[config.mk]
export PLATFORM = sky130hd
export DESIGN_NAME = wdtCfgSpi
export DESIGN_NICKNAME = d
export VERILOG_FILES = /design/src/rtl/wdtcfg_pkg.sv /design/src/rtl/wdtcfg_sync.sv /design/src/rtl/wdtcfg_ctrl.sv /design/src/rtl/wdtcfg_dp.sv /design/src/rtl/wdtCfgSpi.sv
export SDC_FILE = /design/constraint.sdc
export NUM_CORES = 1
export LEC_CHECK = 0
export CORE_MARGIN = 5
export CORE_UTILIZATION = 60
export CTS_CLUSTER_DIAMETER = 100
export CTS_CLUSTER_SIZE = 14
export DETAILED_ROUTE_END_ITERATION = 10
export GPL_ROUTABILITY_DRIVEN = 0
export HOLD_SLACK_MARGIN = 0.12
export PLACE_DENSITY = 0.79
export RECOVER_POWER = 25
export SYNTH_ARGS = -nofsm -noshare
export SYNTH_HDL_FRONTEND = slang
export SYNTH_SLANG_ARGS = --single-unit
[constraint.sdc]
create_clock -name clk -period 2.6 [get_ports clk]
set_input_delay 0.52 -clock clk [delete_from_list [all_inputs] [get_ports clk]]
set_output_delay 0.52 -clock clk [all_outputs]
set_load 0.005 [all_outputs]
[src/rtl/wdtcfg_pkg.sv]
package wdtcfg_pkg;

  localparam int BYTE_W = 8;

  localparam logic [BYTE_W-1:0] OP_ARM    = 8'h06;
  localparam logic [BYTE_W-1:0] OP_DISARM = 8'h04;
  localparam logic [BYTE_W-1:0] OP_SETTO  = 8'h01;
  localparam logic [BYTE_W-1:0] OP_READ   = 8'h05;

  typedef enum logic [2:0] {
    ST_IDLE,
    ST_OPC,
    ST_DATA,
    ST_COMMIT,
    ST_READ,
    ST_SKIP
  } ctlState_t;

  // Strobes passed from control to datapath
  typedef struct packed {
    logic setLatch;
    logic clrLatch;
    logic commit;
    logic loadRead;
    logic shiftOut;
    logic endRead;
  } ctlStrb_t;

endpackage

[src/rtl/wdtcfg_sync.sv]
module wdtcfg_sync #(
  parameter int WIDTH = 3,
  parameter int STAGES = 2,
  parameter logic [WIDTH-1:0] RST_VAL = '0
) (
  input  logic             clk,
  input  logic             rstN,
  input  logic [WIDTH-1:0] din,
  output logic [WIDTH-1:0] dout
);

  logic [WIDTH-1:0] stage [STAGES];

  for (genvar g = 0; g < STAGES; g++) begin : g_stage
    if (g == 0) begin : g_first
      always_ff @(posedge clk or negedge rstN) begin
        if (!rstN) stage[g] <= RST_VAL;
        else       stage[g] <= din;
      end
    end else begin : g_next
      always_ff @(posedge clk or negedge rstN) begin
        if (!rstN) stage[g] <= RST_VAL;
        else       stage[g] <= stage[g-1];
      end
    end
  end

  assign dout = stage[STAGES-1];

endmodule

[src/rtl/wdtcfg_ctrl.sv]
module wdtcfg_ctrl
  import wdtcfg_pkg::*;
(
  input  logic              clk,
  input  logic              rstN,
  input  logic              sckS,
  input  logic              csS,
  input  logic              siS,
  input  logic              busy,
  output ctlStrb_t          strb,
  output logic [BYTE_W-1:0] wrData
);

  localparam int CNT_W = $clog2(BYTE_W);
  localparam logic [CNT_W-1:0] LAST_BIT = CNT_W'(BYTE_W - 1);

  ctlState_t         state;
  logic              sckQ, csQ;
  logic [CNT_W-1:0]  bitCnt;
  logic [BYTE_W-1:0] shifter;
  logic [BYTE_W-1:0] nextByte;
  logic              sckRise, sckFall, csRise, csFall;
  logic              lastBit, opDone;

  always_ff @(posedge clk or negedge rstN) begin
    if (!rstN) begin
      sckQ <= 1'b0;
      csQ  <= 1'b1;
    end else begin
      sckQ <= sckS;
      csQ  <= csS;
    end
  end

  assign sckRise  = sckS & ~sckQ;
  assign sckFall  = ~sckS & sckQ;
  assign csRise   = csS & ~csQ;
  assign csFall   = ~csS & csQ;
  assign nextByte = {shifter[BYTE_W-2:0], siS};
  assign lastBit  = (bitCnt == LAST_BIT);
  assign opDone   = (state == ST_OPC) && sckRise && lastBit;
  assign wrData   = shifter;

  function automatic ctlState_t afterOpcode(input logic [BYTE_W-1:0] op, input logic isBusy);
    if (op == OP_SETTO && !isBusy) return ST_DATA;
    if (op == OP_READ)             return ST_READ;
    return ST_SKIP;
  endfunction

  always_comb begin
    strb          = '0;
    strb.setLatch = opDone && (nextByte == OP_ARM) && !busy;
    strb.clrLatch = opDone && (nextByte == OP_DISARM) && !busy;
    strb.loadRead = opDone && (nextByte == OP_READ);
    strb.commit   = csRise && (state == ST_COMMIT);
    strb.shiftOut = (state == ST_READ) && sckFall;
    strb.endRead  = csS;
  end

  always_ff @(posedge clk or negedge rstN) begin
    if (!rstN) begin
      state   <= ST_IDLE;
      bitCnt  <= '0;
      shifter <= '0;
    end else if (csRise) begin
      state <= ST_IDLE;
    end else if (csFall) begin
      state  <= ST_OPC;
      bitCnt <= '0;
    end else if (sckRise) begin
      case (state)
        ST_OPC: begin
          shifter <= nextByte;
          bitCnt  <= bitCnt + 1'b1;
          if (lastBit) state <= afterOpcode(nextByte, busy);
        end
        ST_DATA: begin
          shifter <= nextByte;
          bitCnt  <= bitCnt + 1'b1;
          if (lastBit) state <= ST_COMMIT;
        end
        ST_COMMIT: state <= ST_SKIP;
        default: ;
      endcase
    end
  end

endmodule

[src/rtl/wdtcfg_dp.sv]
module wdtcfg_dp
  import wdtcfg_pkg::*;
#(
  parameter int BUSY_CYCLES = 64,
  parameter int WD_LSB = 3
) (
  input  logic              clk,
  input  logic              rstN,
  input  ctlStrb_t          strb,
  input  logic [BYTE_W-1:0] wrData,
  output logic              busy,
  output logic              latch,
  output logic [1:0]        timeoutSel,
  output logic              so,
  output logic              soEn
);

  localparam int BUSY_W = $clog2(BUSY_CYCLES + 1);
  localparam logic [BYTE_W-1:0] FIELD_MASK = BYTE_W'(2'b11) << WD_LSB;

  logic [BUSY_W-1:0] busyCnt;
  logic [BYTE_W-1:0] outReg;
  logic [BYTE_W-1:0] regImage;
  logic              reservedOk, accept;

  assign busy       = (busyCnt != '0);
  assign reservedOk = ((wrData & ~FIELD_MASK) == '0);
  assign accept     = strb.commit && latch && reservedOk && !busy;
  assign regImage   = BYTE_W'(timeoutSel) << WD_LSB;

  always_ff @(posedge clk or negedge rstN) begin
    if (!rstN)                busyCnt <= '0;
    else if (accept)          busyCnt <= BUSY_W'(BUSY_CYCLES);
    else if (busyCnt != '0)   busyCnt <= busyCnt - 1'b1;
  end

  always_ff @(posedge clk or negedge rstN) begin
    if (!rstN) begin
      latch      <= 1'b0;
      timeoutSel <= 2'b00;
    end else if (accept) begin
      latch      <= 1'b0;
      timeoutSel <= wrData[WD_LSB +: 2];
    end else if (strb.setLatch) begin
      latch <= 1'b1;
    end else if (strb.clrLatch) begin
      latch <= 1'b0;
    end
  end

  always_ff @(posedge clk or negedge rstN) begin
    if (!rstN) begin
      outReg <= '0;
      so     <= 1'b0;
      soEn   <= 1'b0;
    end else begin
      if (strb.loadRead) begin
        outReg <= busy ? '1 : regImage;
      end else if (strb.shiftOut) begin
        so     <= outReg[BYTE_W-1];
        outReg <= {outReg[BYTE_W-2:0], outReg[BYTE_W-1]};
      end
      if (strb.endRead)       soEn <= 1'b0;
      else if (strb.shiftOut) soEn <= 1'b1;
    end
  end

endmodule

[src/rtl/wdtCfgSpi.sv]
module wdtCfgSpi
  import wdtcfg_pkg::*;
#(
  parameter int BUSY_CYCLES = 64,
  parameter int SYNC_STAGES = 2,
  parameter int WD_LSB = 3
) (
  input  logic       clk,
  input  logic       rstN,
  input  logic       csN,
  input  logic       sck,
  input  logic       si,
  output logic       so,
  output logic       soEn,
  output logic [1:0] timeoutSel
);

  logic              csS, sckS, siS;
  logic              busy, latch;
  ctlStrb_t          strb;
  logic [BYTE_W-1:0] wrData;

  wdtcfg_sync #(.WIDTH(3), .STAGES(SYNC_STAGES), .RST_VAL(3'b100)) u_sync (
    .clk (clk),
    .rstN(rstN),
    .din ({csN, sck, si}),
    .dout({csS, sckS, siS})
  );

  wdtcfg_ctrl u_ctrl (
    .clk   (clk),
    .rstN  (rstN),
    .sckS  (sckS),
    .csS   (csS),
    .siS   (siS),
    .busy  (busy),
    .strb  (strb),
    .wrData(wrData)
  );

  wdtcfg_dp #(.BUSY_CYCLES(BUSY_CYCLES), .WD_LSB(WD_LSB)) u_dp (
    .clk       (clk),
    .rstN      (rstN),
    .strb      (strb),
    .wrData    (wrData),
    .busy      (busy),
    .latch     (latch),
    .timeoutSel(timeoutSel),
    .so        (so),
    .soEn      (soEn)
  );

endmodule

# Word level (Yosys, flattened, before mapping)
# Index checks and enable logic that the tools add are counted.
[totals]
output_inout_bits = 4
mem_count = 0
romBits = 0
latchBits = 0
mem_bits_rw = 0
register_bits = 42
wordCells = 102
[classes]
addsub = 2
reduce_logical = 29
eq_ne = 11
mux = 36
n_shift = 0
div_mod_pow = 0
bitwise = 11
n_mul = 0
n_lt_le_gt_ge = 0
[op_table]
columns = ["operator", "count"]
rows = [
  ["2-to-1 mux 3 bit", 12],
  ["equality test 8 x 3 -> 1 bit, second input constant", 3],
  ["2-to-1 mux 8 bit", 3],
  ["2-to-1 mux 1 bit", 18],
  ["2-to-1 mux 7 bit", 2],
  ["logical AND 1 bit", 13],
  ["nonzero test 2 bit", 5],
  ["case mux 3 bit (3 select lines)", 1],
  ["equality test 8 x 1 -> 1 bit, second input constant", 1],
  ["logical NOT 8 bit", 1],
  ["!= test 4 x 1 -> 1 bit, second input constant", 2],
  ["AND reduction 4 bit", 2],
  ["NOT 1 bit", 7],
  ["nonzero test 7 bit", 1],
  ["subtractor 7 x 1 -> 7 bit, second input constant", 1],
  ["equality test 3 x 2 -> 1 bit, second input constant", 2],
  ["equality test 3 bit, second input constant", 2],
  ["nonzero test 3 bit", 2],
  ["nonzero test 5 bit", 1],
  ["bitwise AND 1 bit", 4],
  ["adder 3 x 1 -> 3 bit, second input constant", 1],
  ["equality test 3 x 1 -> 1 bit, second input constant", 1],
  ["AND reduction 3 bit", 1],
  ["AND reduction 2 bit", 1],
  ["other kinds (2)", 2],
]

# Depth between registers and ports, before layout
[logic_depth]
depth_word = 22
depth_mapped = 7
depth_no_buf = 6

# Modules after synthesis
# Synthesis repeated with hierarchy kept, for this count alone.
[unflattened]
cells_unflattened = 174
hier_area_um2 = 2008.2
[by_module_without_submodules]
columns = ["module", "area_per_inst_um2", "cells_each", "instances"]
rows = [
  ["wdtcfg_dp", 937.1, 86, 1],
  ["wdtcfg_ctrl", 895.9, 79, 1],
  ["wdtcfg_sync", 175.2, 9, 1],
]

# Worst setup path before layout
# No wires, ideal clock.
[synth_timing]
kind = "register to register"
start = "reg u_sync.stage (netlist bit u_sync.dout[2])"
end = "reg u_ctrl.state[2]"
setup_slack_ns = 0.793
setup_time_ns = 0.127
period_less_slack_ns = 1.807
stages_incl_launch_ff = 7
required_time_ns = 2.473
arrival_time_ns = 1.680
path_cell_list = "dfstp_2 inv_1 ha_1 or3b_1 o2bb2ai_2 mux2i_1 a21oi_1"
[synth_via]
elab_chain_cells = 4
elab_cells_between_ends = 10
cone_classes = "eq/ne (2); mux (2); bitwise (3); reduce/logical (3)"
[synth_rtl]
columns = ["element", "line_no", "text"]
rows = [
  ["start, declared", "wdtcfg_sync.sv:12", "logic [WIDTH-1:0] stage [STAGES];"],
  ["start signal, assigned by index", "wdtcfg_sync.sv:23", "else stage[g] <= stage[g-1];"],
  ["NOT 1 bit", "wdtcfg_ctrl.sv:38", "assign csFall = ~csS & csQ;"],
  ["bitwise AND 1 bit", "wdtcfg_ctrl.sv:38", ""],
  ["!= test 4 x 1 -> 1 bit (no line), or another cell as far along", "--", ""],
  ["AND reduction 4 bit (no line) / 2-to-1 mux 3 bit (equally long branches)", "--", ""],
  ["end signal, assigned", "wdtcfg_ctrl.sv:75", "if (lastBit) state <= afterOpcode(nextByte, busy);"],
  ["end, declared", "wdtcfg_ctrl.sv:17", "ctlState_t state;"],
]
# Parallel ways exist; a longest one is shown, timed or not.
# A chain may end at the register's enable or synchronous reset.

# Worst setup path after layout
# Same ends and word-level chain as after synthesis.

==> run metrics <==
TritonRoute pass-1 iters=4; worst-skew pair later-pin latency=0.34 ns; leading cell type in the layout, fill and taps excluded=dfrtp_1; leakage power=1.01 nW; synthesized instance count=164; GRT Total Usage=0.180; drt initial violations=57; Rel. slew slack=0.412; # hold bufs at CTS=0; pin count of the biggest net entering global routing=43; fmax=504 MHz; r2r setup slk=0.62 ns; post-synth cell types=47; number of max-cap violations=0; synthesized area per cell=12.2 um^2; Hold WS=0.277 ns; PwrDens=875 nW/um^2; worst slew pin tran=0.883 ns; vias in the first global route=1321; CTS tree=built; Core ar.=3280 um^2; routed wire length=3310 um; Mapped Area=1990 um^2; met1 Usage GRT=0.246; Yosys warnings=0; post-CTS sizing=0; critical path capture point type=flip-flop; CTS Buf Count=5; Post-synth EDFFs=0; final setup violation count=0; Synth Register Bits=42; DIE AREA=4580 um^2; DP HPWL=2390 um; routing usage on met2=0.275; crit path kind=reg -> reg; clk slew on worst S/H paths=0.12 ns; period utilization=0.763; sequential area share after synthesis=0.529; Hold Path Class=in -> async; H-Tree Depth=2; unrepaired setup endpoints after global routing=false; post-route minimum period=1.98 ns; CP max FO=5; status=completed; chip width=67.7 um; Final Total Pwr=1.91 mW; Initial Util=0.607; Antenna diodes=0; DRC viols=0; via/cell ratio=5.77; Final #Nets=185; Max IR drop VDD=443 uV; async set-reset flop share out of synthesis=1.00; total grt overflow=0; Synth Flop Type=dfrtp_1; setup TNS=0 ns; Final Instance Area=2180 um^2; Longest Clk Path Bufs=2; # IOs=9; Die H=67.7 um; global-route wire length before repair=6040 um; share of cells above drive strength 1=0.205; Post-CTS Setup Inserts=0; Layout Skew=0.00757 ns; WP data required=2.84 ns; Post-DRT Antenna Nets=0; Synth Net Count=174; DP Area=2100 um^2; CP Launch Type=flip-flop; initial antenna violation count=0; # clock sinks=42; # port buffers=8; final-report hold violation count=0; Vias=1280; clk root buf=clkbuf_4; met3 Use GR=0.0566; synthesis-to-finish area growth=9.28%; GR peak layer=met2; most frequent cells in the layout=dfrtp_1, mux2_2, nand2_1; Avg WL per Cell=14.9 um; Slew Viols, Final=0; Worst Path Arrival=2.22 ns; row count=21
sequential cells by signal (all words and copies together) (netlist names):
register         cells
u_sync.stage         3
u_ctrl.csQ           1
u_dp.timeoutSel      2
u_dp.busyCnt         7
u_dp.soEn            1
u_ctrl.bitCnt        3
u_ctrl.wrData        8
u_dp.so              1
u_dp.outReg          8
u_ctrl.state         3
u_dp.latch           1
u_sync.dout          3
u_ctrl.sckQ          1
path summary, 6_finish.rpt:
path                                      startpoint                      endpoint  cells past startpoint
hold / removal                                  rstN  u_ctrl.bitCnt[1]$_DFFE_PN0P_                      1
min in group clk           u_sync.stage[5]$_DFF_PN1_      u_sync.dout[2]$_DFF_PN1_                      0
max in group asynchronous                       rstN  u_ctrl.wrData[4]$_DFFE_PN0P_                      1
hold reg to reg            u_sync.stage[5]$_DFF_PN1_      u_sync.dout[2]$_DFF_PN1_                      0
setup reg to reg            u_sync.dout[2]$_DFF_PN1_   u_ctrl.state[2]$_DFFE_PN0P_                      6
setup / recovery            u_sync.dout[2]$_DFF_PN1_   u_ctrl.state[2]$_DFFE_PN0P_                      6
stage by stage:
step	setup slack, ns	cells	utilization
2_1_floorplan	0.793	164	-
3_3_place_gp	0.745	214	0.640
3_5_place_dp	0.654	214	0.640
4_1_cts	0.643	222	0.664
5_1_grt	0.498	222	0.664
6_report	0.616	222	0.664
power by group:
part           switching [mW]  leakage, nW  internal, mW
Clock                   0.209       0.0385         0.203
Sequential              0.178        0.542         0.786
Combinational           0.269        0.426         0.263
Total                   0.656         1.01          1.25
kinds of logic after synthesis:
family	count (synthesis)	share of synthesized area
AND/OR/NAND/NOR	58	0.205
flip-flops	42	0.529
AO/OA/AOI/OAI	29	0.107
multiplexers	15	0.0828
buffers and inverters	12	0.0282
adder cells (fa/ha/maj)	5	0.0314
XOR/XNOR	3	0.0169
area by class of cell:
class / count / area [um^2]
clock buffer: 6 / 41.3
tap: 46 / 57.6
inverter: 8 / 30.0
multi-input combinational: 110 / 883
fill: 258 / 1100
timing repair buffer: 8 / 75.1
clock inverter: 2 / 37.5
sequential: 42 / 1050
layer usage:
layer  part of all wire  vias to the layer above
met5                  0                        -
met4              0.011                        0
met3              0.036                        6
met2               0.47                       21
met1               0.48                      633
li1                   -                      620
critical path: stages, from the launching register on:
cell       delay (ns)
dfstp_1          0.59
inv_1            0.06
ha_1             0.33
or3b_1           0.38
o2bb2ai_2        0.23
mux2i_1          0.22
a21oi_1          0.06
cell usage after synthesis (all sizes together), types with 2 or more instances:
library cell	instances	area share
a221o	6	0.030
a21oi	6	0.015
or3	3	0.0094
mux2	12	0.068
mux2i	3	0.015
nand2b	3	0.0094
nand3b	2	0.0075
dfstp	3	0.040
dfrtp	39	0.49
nor2	9	0.017
a22oi	3	0.011
nor2b	4	0.016
nand4	2	0.0094
o21ai	7	0.018
buf	3	0.011
nor4b	3	0.019
nor3	7	0.034
ha	5	0.031
nand2	12	0.025
o221ai	2	0.0088
xor2	2	0.0088
nor4	3	0.017
nand3	3	0.0075
inv	8	0.015
Note: power is estimated with default switching activity, not from simulation.
